[src/rtl/i2c_watch_pkg.sv]
package i2c_watch_pkg;

  typedef enum logic [1:0] {
    EV_START = 2'd0,
    EV_STOP  = 2'd1,
    EV_ADDR  = 2'd2,
    EV_DATA  = 2'd3
  } ev_kind_t;

  // Kind of a completed frame, from whether it is the first after a START.
  function automatic ev_kind_t frame_kind(input logic is_addr);
    return is_addr ? EV_ADDR : EV_DATA;
  endfunction

  // Kind of a bus condition.
  function automatic ev_kind_t cond_kind(input logic is_start);
    return is_start ? EV_START : EV_STOP;
  endfunction

  // Acknowledge decode: a low line on the ninth pulse means accepted.
  function automatic logic ack_of(input logic sda_level);
    return ~sda_level;
  endfunction

endpackage

[src/rtl/i2c_watch_sync.sv]
module i2c_watch_sync #(
  parameter int   STAGES  = 2,
  parameter logic RST_VAL = 1'b1
) (
  input  logic clk,
  input  logic rst_n,
  input  logic d,
  output logic q
);
  logic [STAGES-1:0] chain;

  always_ff @(posedge clk or negedge rst_n) begin
    if (!rst_n) begin
      chain <= {STAGES{RST_VAL}};
    end else begin
      chain[0] <= d;
      for (int i = 1; i < STAGES; i++) chain[i] <= chain[i-1];
    end
  end

  assign q = chain[STAGES-1];
endmodule

[src/rtl/i2c_watch_cond.sv]
module i2c_watch_cond (
  input  logic clk,
  input  logic rst_n,
  input  logic scl_s,
  input  logic sda_s,
  output logic scl_rise,
  output logic scl_fall,
  output logic start_det,
  output logic stop_det
);
  logic scl_q, sda_q;

  always_ff @(posedge clk or negedge rst_n) begin
    if (!rst_n) begin
      scl_q <= 1'b1;
      sda_q <= 1'b1;
    end else begin
      scl_q <= scl_s;
      sda_q <= sda_s;
    end
  end

  logic scl_held_high;
  assign scl_held_high = scl_s & scl_q;
  assign scl_rise  = scl_s & ~scl_q;
  assign scl_fall  = ~scl_s & scl_q;
  assign start_det = scl_held_high & sda_q & ~sda_s;
  assign stop_det  = scl_held_high & ~sda_q & sda_s;
endmodule

[src/rtl/i2c_watch_frame.sv]
module i2c_watch_frame #(
  parameter int BITS = 8
) (
  input  logic            clk,
  input  logic            rst_n,
  input  logic            sda_s,
  input  logic            scl_rise,
  input  logic            scl_fall,
  input  logic            start_det,
  input  logic            stop_det,
  output logic            frame_done,
  output logic [BITS-1:0] frame_byte,
  output logic            frame_is_addr,
  output logic            frame_rw,
  output logic            frame_line,
  output logic            partial,
  output logic            in_xfer
);
  localparam int CW = $clog2(BITS + 1);
  localparam logic [CW-1:0] LAST = CW'(BITS);

  logic [CW-1:0]   cnt;
  logic [BITS-1:0] shreg;
  logic            hi_seen, bit_smp, addr_pend, dir_q, xfer_q;

  logic pulse_end;
  assign pulse_end  = xfer_q & scl_fall & hi_seen;
  assign frame_done = pulse_end & (cnt == LAST);

  always_ff @(posedge clk or negedge rst_n) begin
    if (!rst_n) begin
      cnt       <= '0;
      shreg     <= '0;
      hi_seen   <= 1'b0;
      bit_smp   <= 1'b1;
      addr_pend <= 1'b0;
      dir_q     <= 1'b0;
      xfer_q    <= 1'b0;
    end else if (start_det) begin
      cnt       <= '0;
      hi_seen   <= 1'b0;
      addr_pend <= 1'b1;
      xfer_q    <= 1'b1;
    end else if (stop_det) begin
      cnt       <= '0;
      hi_seen   <= 1'b0;
      addr_pend <= 1'b0;
      xfer_q    <= 1'b0;
    end else if (xfer_q) begin
      if (scl_rise) begin
        bit_smp <= sda_s;
        hi_seen <= 1'b1;
      end else if (pulse_end) begin
        hi_seen <= 1'b0;
        if (cnt == LAST) begin
          cnt       <= '0;
          addr_pend <= 1'b0;
          if (addr_pend) dir_q <= shreg[0];
        end else begin
          shreg <= {shreg[BITS-2:0], bit_smp};
          cnt   <= cnt + 1'b1;
        end
      end
    end
  end

  assign frame_byte    = shreg;
  assign frame_is_addr = addr_pend;
  assign frame_rw      = addr_pend ? shreg[0] : dir_q;
  assign frame_line    = bit_smp;
  assign partial       = (cnt != '0);
  assign in_xfer       = xfer_q;
endmodule

[src/rtl/i2c_watch.sv]
module i2c_watch #(
  parameter int SYNC_STAGES = 2
) (
  input  logic       clk,
  input  logic       rst_n,
  input  logic       scl_in,
  input  logic       sda_in,
  output logic       evt_valid,
  output logic [1:0] evt_kind,
  output logic [7:0] evt_byte,
  output logic [6:0] evt_addr,
  output logic       evt_rw,
  output logic       evt_ack,
  output logic       evt_trunc
);
  import i2c_watch_pkg::*;

  localparam int BITS = 8;

  logic [1:0] raw_in, sync_out;
  assign raw_in = {scl_in, sda_in};

  for (genvar g = 0; g < 2; g++) begin : g_sync
    i2c_watch_sync #(.STAGES(SYNC_STAGES), .RST_VAL(1'b1)) u_sync (
      .clk(clk), .rst_n(rst_n), .d(raw_in[g]), .q(sync_out[g])
    );
  end

  logic scl_s, sda_s;
  assign scl_s = sync_out[1];
  assign sda_s = sync_out[0];

  logic scl_rise, scl_fall, start_det, stop_det;
  i2c_watch_cond u_cond (
    .clk(clk), .rst_n(rst_n), .scl_s(scl_s), .sda_s(sda_s),
    .scl_rise(scl_rise), .scl_fall(scl_fall),
    .start_det(start_det), .stop_det(stop_det)
  );

  logic            frame_done, frame_is_addr, frame_rw, frame_line, partial, in_xfer;
  logic [BITS-1:0] frame_byte;
  i2c_watch_frame #(.BITS(BITS)) u_frame (
    .clk(clk), .rst_n(rst_n), .sda_s(sda_s),
    .scl_rise(scl_rise), .scl_fall(scl_fall),
    .start_det(start_det), .stop_det(stop_det),
    .frame_done(frame_done), .frame_byte(frame_byte),
    .frame_is_addr(frame_is_addr), .frame_rw(frame_rw),
    .frame_line(frame_line), .partial(partial), .in_xfer(in_xfer)
  );

  logic cond_hit;
  assign cond_hit = start_det | stop_det;

  always_ff @(posedge clk or negedge rst_n) begin
    if (!rst_n) begin
      evt_valid <= 1'b0;
      evt_kind  <= 2'd0;
      evt_byte  <= '0;
      evt_addr  <= '0;
      evt_rw    <= 1'b0;
      evt_ack   <= 1'b0;
      evt_trunc <= 1'b0;
    end else if (cond_hit) begin
      evt_valid <= 1'b1;
      evt_kind  <= cond_kind(start_det);
      evt_byte  <= '0;
      evt_addr  <= '0;
      evt_rw    <= 1'b0;
      evt_ack   <= 1'b0;
      evt_trunc <= partial;
    end else if (frame_done) begin
      evt_valid <= 1'b1;
      evt_kind  <= frame_kind(frame_is_addr);
      evt_byte  <= frame_byte;
      evt_addr  <= frame_byte[BITS-1:1];
      evt_rw    <= frame_rw;
      evt_ack   <= ack_of(frame_line);
      evt_trunc <= 1'b0;
    end else begin
      evt_valid <= 1'b0;
    end
  end
endmodule

[config.mk]
export PLATFORM = sky130hd
export DESIGN_NAME = i2c_watch
export DESIGN_NICKNAME = d
export VERILOG_FILES = /design/src/rtl/i2c_watch_pkg.sv /design/src/rtl/i2c_watch_sync.sv /design/src/rtl/i2c_watch_cond.sv /design/src/rtl/i2c_watch_frame.sv /design/src/rtl/i2c_watch.sv
export SDC_FILE = /design/constraint.sdc
export NUM_CORES = 1
export LEC_CHECK = 0
export ABC_AREA = 1
export CAP_MARGIN = 20
export CORE_ASPECT_RATIO = 1.1
export CORE_MARGIN = 1
export CORE_UTILIZATION = 40
export CTS_CLUSTER_DIAMETER = 200
export DETAILED_ROUTE_END_ITERATION = 12
export PLACE_DENSITY_LB_ADDON = 0.3
export RECOVER_POWER = 100
export SYNTH_ARGS = -nofsm -noshare
export SYNTH_HDL_FRONTEND = slang
export SYNTH_SLANG_ARGS = --single-unit
export TNS_END_PERCENT = 30
[constraint.sdc]
create_clock -name clk -period 4.2 [get_ports clk]
set_input_delay 0.42 -clock clk [delete_from_list [all_inputs] [get_ports clk]]
set_output_delay 0.42 -clock clk [all_outputs]
set_load 0.05 [all_outputs]
==> impl_metrics.csv, run 1 <==
group,metric,value,unit
global_routing,gr-usage-all-layers,0.1697,
pwr,seqPwrFrac,0.558,
sta,setup_viol,0,
sta,rsz0062_at_grt,"false",
pwr,p_int,543.5,uW
logic_synthesis,syn_avg_cell_area,9.082,um2
sta,worst_slack,1.761,ns
logic_synthesis,synth-warning-count,0,
status,failed_checks,"max-capacitance violations, max-slew violations",
sta,maxSlewViolCount,38,
cts,ctsHtreeMaxLevel,2,
critical_path,required,4.37,ns
global_routing,antenna_found_initial,0,
sta,hold_viol,0,
sta,min_period_over_period,0.5807,
cts,clockRootBuffer,"clkbuf_8",
sta,period_needed,2.439,ns
cts,cts_tree,"yes",
logic_synthesis,synthTopCellsByArea,"dfrtp_1, nand2_1, dfstp_2",
cts,cts_buffers,5,
cts,postCtsSetupRepairBufs,0,
logic_synthesis,syn_inst,174,
critical_path,critPathCaptureType,"flip-flop",
die,die_width,61.93,um
die,ios,25,
pwr,ir_drop,0.2356,mV
critical_path,crit_fanout,10,
routing,routed-via-count,1170,
critical_path,arrival,2.61,ns
cts,clkTransAtPathRegs,0.06,ns
routing,wl_met1,1.325,mm
routing,met3_length,100,um
critical_path,cp-start-kind,"flip-flop",
logic_synthesis,ys_types,19,
cts,clkSinkCount,37,
logic_synthesis,synth_top_area_cell,"dfrtp_1",
routing,wl_per_cell,12.02,um
status,status,"finished, violations left",
logic_synthesis,synth_nets,180,
die,die_y,67.92,um
cts,clock_latency,0.29,ns
placement,portBuffers,24,
routing,routed-wl-met2,1.501,mm
pwr,p_sw,189.9,uW
die,initial_core_util,0.4257,
pwr,clkPwrFrac,0.340,
cts,cts_resized,0,
critical_path,cp_num_buf_inv,2,
pwr,pwr_density_cell,390.0,nW/um2
min_path,hold_class,"flip-flop to flip-flop",
critical_path,cp_common_cell,"nand2_1",
sta,fin_tns_setup,0,ns
pwr,swShare,0.2589,
routing,routed_wl,2.958,mm
critical_path,crit_family,"compound AO/OA/AOI/OAI gates",
critical_path,worstPathCellList,"inv_1 > ha_1 > nand2_1 > o21ai_0 > clkinvlp_2 > nand2_1 > nand2_1",
sta,fin_skew,0.009413,ns
pwr,power_leakage,0.001029,uW
critical_path,critPathSlowestCell,"o21ai_0",
job,maxCapViolations,1,
routing,top_layer,"met4",
finish,nNetsFinal,201,
global_routing,grt_pass1_vias,1097,
routing,drt_pass1_iterations,4,
logic_synthesis,netlist_area,1580,um2
global_routing,grt_max_degree,38,
finish,area_growth,19.00,%
cts,ctsHoldBuffers,0,
sta,max_freq,410.0,MHz
die,die_area,4206,um2
pwr,combPwrFrac,0.102,
finish,final_cell_mix,"nand2_1, dfrtp_1, dlygate4sd3_1, nand3_1, inv_1",
die,fp-row-count,23,
finish,drive_gt1_frac,0.06633,
logic_synthesis,yosysSeqAreaShare,0.5914,
routing,ant_nets,0,
critical_path,critPathKind,"flip-flop to flip-flop",
sta,tightest_slew,1.914,ns
routing,drcViolationCount,0,
die,core-area,3712,um2
routing,routed_via_density,4.756,
routing,drtIter0Drc,38,
placement,place_ws,2.596,ns
logic_synthesis,ys_seq_elements,37,
sta,slew_headroom,-0.2763,
placement,dpl.hpwl,2.081,mm
logic_synthesis,synth_top_area_frac,0.4751,
critical_path,slowest_delay,0.75,ns
cts,clockBufferDepth,2,
placement,gp_congestion,0.8519,
finish,n_antenna_cell,0,
finish,final_common_cell,"nand2_1",
global_routing,grt-ovfl-total,0,
global_routing,grt_pass1_wl,4.968,mm
-- Yosys cell counts, drive strengths merged --
master	n
buf	11
dfstp	7
nand4	3
clkinv	1
inv	13
o21ai	5
nor2	4
xor2	1
nand3	23
ha	2
nand2	74
dfrtp	30
-- sequential cells by signal, indices dropped and copies added (netlist names) --
| signal | flops |
|---|---|
| u_frame.frame_byte | 8 |
| u_frame.frame_line | 1 |
| evt_valid | 1 |
| u_frame.dir_q | 1 |
| evt_addr | 1 |
| evt_rw | 1 |
| u_frame.cnt | 4 |
| evt_ack | 1 |
| u_frame.frame_is_addr | 1 |
| u_frame.in_xfer | 1 |
| g_sync.u_sync.chain | 4 |
| u_frame.hi_seen | 1 |
| evt_byte | 7 |
| evt_trunc | 1 |
| u_cond.scl_q | 1 |
| evt_kind | 2 |
| u_cond.sda_q | 1 |
-- kinds of logic (layout without fill, tap and decap cells) --
kind of cell	after synthesis	after routing	share of synthesized area
buffers and inverters	25	47	0.08788
AND/OR/NAND/NOR	104	104	0.2811
XOR/XNOR	1	1	0.005543
AO/OA/AOI/OAI	5	5	0.01821
flip-flops	37	37	0.5915
adder cells (fa/ha/maj)	2	2	0.01583
-- path summary, 6_finish.rpt --
| kind | slack (ns) | cells past startpoint | endpoint | start |
|---|---|---|---|---|
| hold / removal | 0.36 | 0 | g_sync[1].u_sync.chain[1] | g_sync[1].u_sync.chain[0] |
| setup reg to reg | 1.76 | 7 | u_frame.frame_byte[4] | u_frame.cnt[0] |
| min in group asynchronous | 1.19 | 2 | evt_byte[1] | rst_n |
| max in group asynchronous | 1.89 | 2 | u_frame.dir_q | rst_n |
| hold reg to reg | 0.36 | 0 | g_sync[1].u_sync.chain[1] | g_sync[1].u_sync.chain[0] |
| setup / recovery | 1.76 | 7 | u_frame.frame_byte[4] | u_frame.cnt[0] |
-- layer usage --
| layer | vias up | GRT usage |
|---|---|---|
| met1 | 550 | 0.2170 |
| li1 | 582 | - |
| met5 | - | 0 |
| met4 | 0 | 0.07778 |
| met2 | 33 | 0.2581 |
| met3 | 5 | 0.05671 |
-- per-stage QoR --
step,util,hold slack (ns),instances,power (uW),cell area (um2)
after global placement,0.4864,0.3485,238,491.5,1805
after CTS,0.5106,0.3603,246,746.5,1896
after detailed placement,0.4864,0.3473,238,495.1,1805
after global routing,0.5066,0.3717,246,770.0,1881
final,0.5066,0.3641,246,733.5,1881
after floorplan,-,0.1244,174,461.5,1580
-- power groups by stage --
stage | Clock [uW] | Sequential, uW | Combinational, uW
final | 250 | 409 | 74.6
after global routing | 272 | 413 | 85.6
after CTS | 257 | 410 | 79.3
after detailed placement | 0 | 416 | 79.1
after global placement | 0 | 415 | 76.7
after floorplan | 0 | 424 | 37.6
-- final cells by class --
class / count / area, um2
Fill cell: 342 / 1832
Multi-Input combinational cell: 112 / 495.5
Sequential cell: 37 / 934.6
Clock buffer: 8 / 90.09
Inverter: 14 / 53.80
Timing Repair Buffer: 25 / 244.0
Tap cell: 50 / 62.56
Power figures use the tool's default switching activity.
==> run 2, diff against run 1 <==
==> constraint.sdc (replaced) <==
create_clock -name clk -period 2.2 [get_ports clk]
set_input_delay 0.22 -clock clk [delete_from_list [all_inputs] [get_ports clk]]
set_output_delay 0.22 -clock clk [all_outputs]
set_load 0.05 [all_outputs]
==> run 2 against run 1 <==
Compared with the run above:
- the run now ends clean
- cell area up 0.67%
- critical path depth is 6 lower
- sequential cell count did not move
- non-clock buffer count unchanged
- clock skew fell by 0.00095 ns
- combinational power up 94%
- die area stayed put
- global-route usage decreased by 1.2 points
- via count fell by 0.77%
- sequential power grew 91%
- critical path type is now flip-flop to output pin
- highest routed layer unchanged
==> impl_metrics.csv, run 2 (synthesis gave the netlist of run 1 again) <==
group,metric,value,unit
critical_path,slowest_delay,0.88,ns
die,die_width,61.93,um
global_routing,grt-ovfl-total,0,
pwr,power,1403,uW
cts,clockBufferDepth,2,
critical_path,critPathKind,"flip-flop to output pin",
die,die_y,67.92,um
cts,ctsHtreeMaxLevel,2,
cts,clkSinkCount,37,
die,die_area,4206,um2
cts,cts_buffers,5,
critical_path,worstPathCellList,"dlygate4sd3_1",
sta,setup_viol,0,
die,core-area,3712,um2
critical_path,arrival,1.53,ns
pwr,pwr_density_cell,740.9,nW/um2
finish,fin_util,0.5099,
cts,clkTransAtPathRegs,0.07,ns
min_path,hold_class,"flip-flop to flip-flop",
finish,final_cell_mix,"nand2_1, dfrtp_1, dlygate4sd3_1, nand3_1, inv_1",
status,status,"completed",
placement,gp_congestion,0.8229,
placement,portBuffers,24,
cts,ctsHoldBuffers,0,
cts,cts_tree,"yes",
sta,period_needed,1.755,ns
finish,regArea,934.6,um2
finish,multi_input_area,506.7,um2
placement,dpl.hpwl,2.056,mm
finish,largest_reg_flops,8,
critical_path,rrSetupSlack,0.49,ns
routing,routed_wl,2.852,mm
sta,fin_tns_setup,0,ns
critical_path,critPathSlowestCell,"dlygate4sd3_1",
die,ios,25,
die,fp-row-count,23,
global_routing,grt_max_degree,38,
cts,clock_latency,0.29,ns
global_routing,grt_pass1_vias,1088,
routing,wl_per_cell,11.59,um
routing,drtIter0Drc,58,
routing,ant_nets,0,
global_routing,grt_pass1_wl,4.650,mm
routing,routed_via_density,4.720,
finish,area_growth,19.79,%
finish,final_common_cell,"nand2_1",
sta,tightest_slew,0.8876,ns
sta,hold_viol,0,
sta,maxSlewViolCount,0,
finish,drive_gt1_frac,0.08163,
sta,max_freq,569.9,MHz
cts,clockRootBuffer,"clkbuf_8",
critical_path,cp_num_buf_inv,1,
global_routing,gr-usage-all-layers,0.1577,
critical_path,cp-start-kind,"flip-flop",
die,initial_core_util,0.4257,
pwr,ir_drop,0.4883,mV
critical_path,required,1.98,ns
finish,nNetsFinal,201,
finish,nFillCells,346,
global_routing,antenna_found_initial,0,
cts,postCtsSetupRepairBufs,0,
sta,min_period_over_period,0.7976,
cts,cts_resized,0,
routing,routed-via-count,1161,
critical_path,critPathCaptureType,"output pin",
routing,drcViolationCount,0,
sta,rsz0062_at_grt,"false",
job,maxCapViolations,0,
routing,drt_pass1_iterations,4,
pwr,power_leakage,0.001055,uW
sta,fin_skew,0.008462,ns
sta,slew_headroom,0.4083,
finish,n_antenna_cell,0,
critical_path,crit_fanout,3,
critical_path,crit_family,"buffers and inverters",
[run 2: cell type report]
type / count / area share
Sequential cell: 37 / 0.4937
Multi-Input combinational cell: 112 / 0.2677
Timing Repair Buffer: 25 / 0.1295
Clock buffer: 8 / 0.04759
Tap cell: 50 / 0.03305
Inverter: 14 / 0.02842
[run 2: path summary, 6_finish.rpt]
check | from | endpoint | depth (start not counted)
max reg2reg | u_frame.cnt[0] | evt_rw | 8
max in group asynchronous | rst_n | u_frame.cnt[1] | 2
min | g_sync[1].u_sync.chain[0] | g_sync[1].u_sync.chain[1] | 0
min in group asynchronous | rst_n | evt_byte[6] | 2
max | evt_byte[6] | evt_byte[6] | 1
min reg2reg | g_sync[1].u_sync.chain[0] | g_sync[1].u_sync.chain[1] | 0
[run 2: routing by layer]
layer / GRT usage / part of all wire
met4: 0.1000 / 0.022
met3: 0.04537 / 0.029
met2: 0.2487 / 0.48
met1: 0.1867 / 0.47
met5: 0 / 0
[run 2: power breakdown]
part / leakage [uW] / total [uW] / switching (uW) / internal [uW]
clock: 0.0000455 / 476 / 221 / 255
combinational: 0.000529 / 145 / 100 / 45.0
sequential: 0.000481 / 781 / 42.7 / 738
[run 2: per-stage QoR]
step           instance area, um2  cells  hold WS [ns]  worst slack (ns)
2_1_floorplan                1580    174      -0.07559            0.8265
3_3_place_gp                 1805    238        0.3490            0.6529
3_5_place_dp                 1805    238        0.3473            0.5986
4_1_cts                      1896    246        0.3285            0.4874
5_1_grt                      1893    246        0.3660            0.3233
6_report                     1893    246        0.3624            0.4452
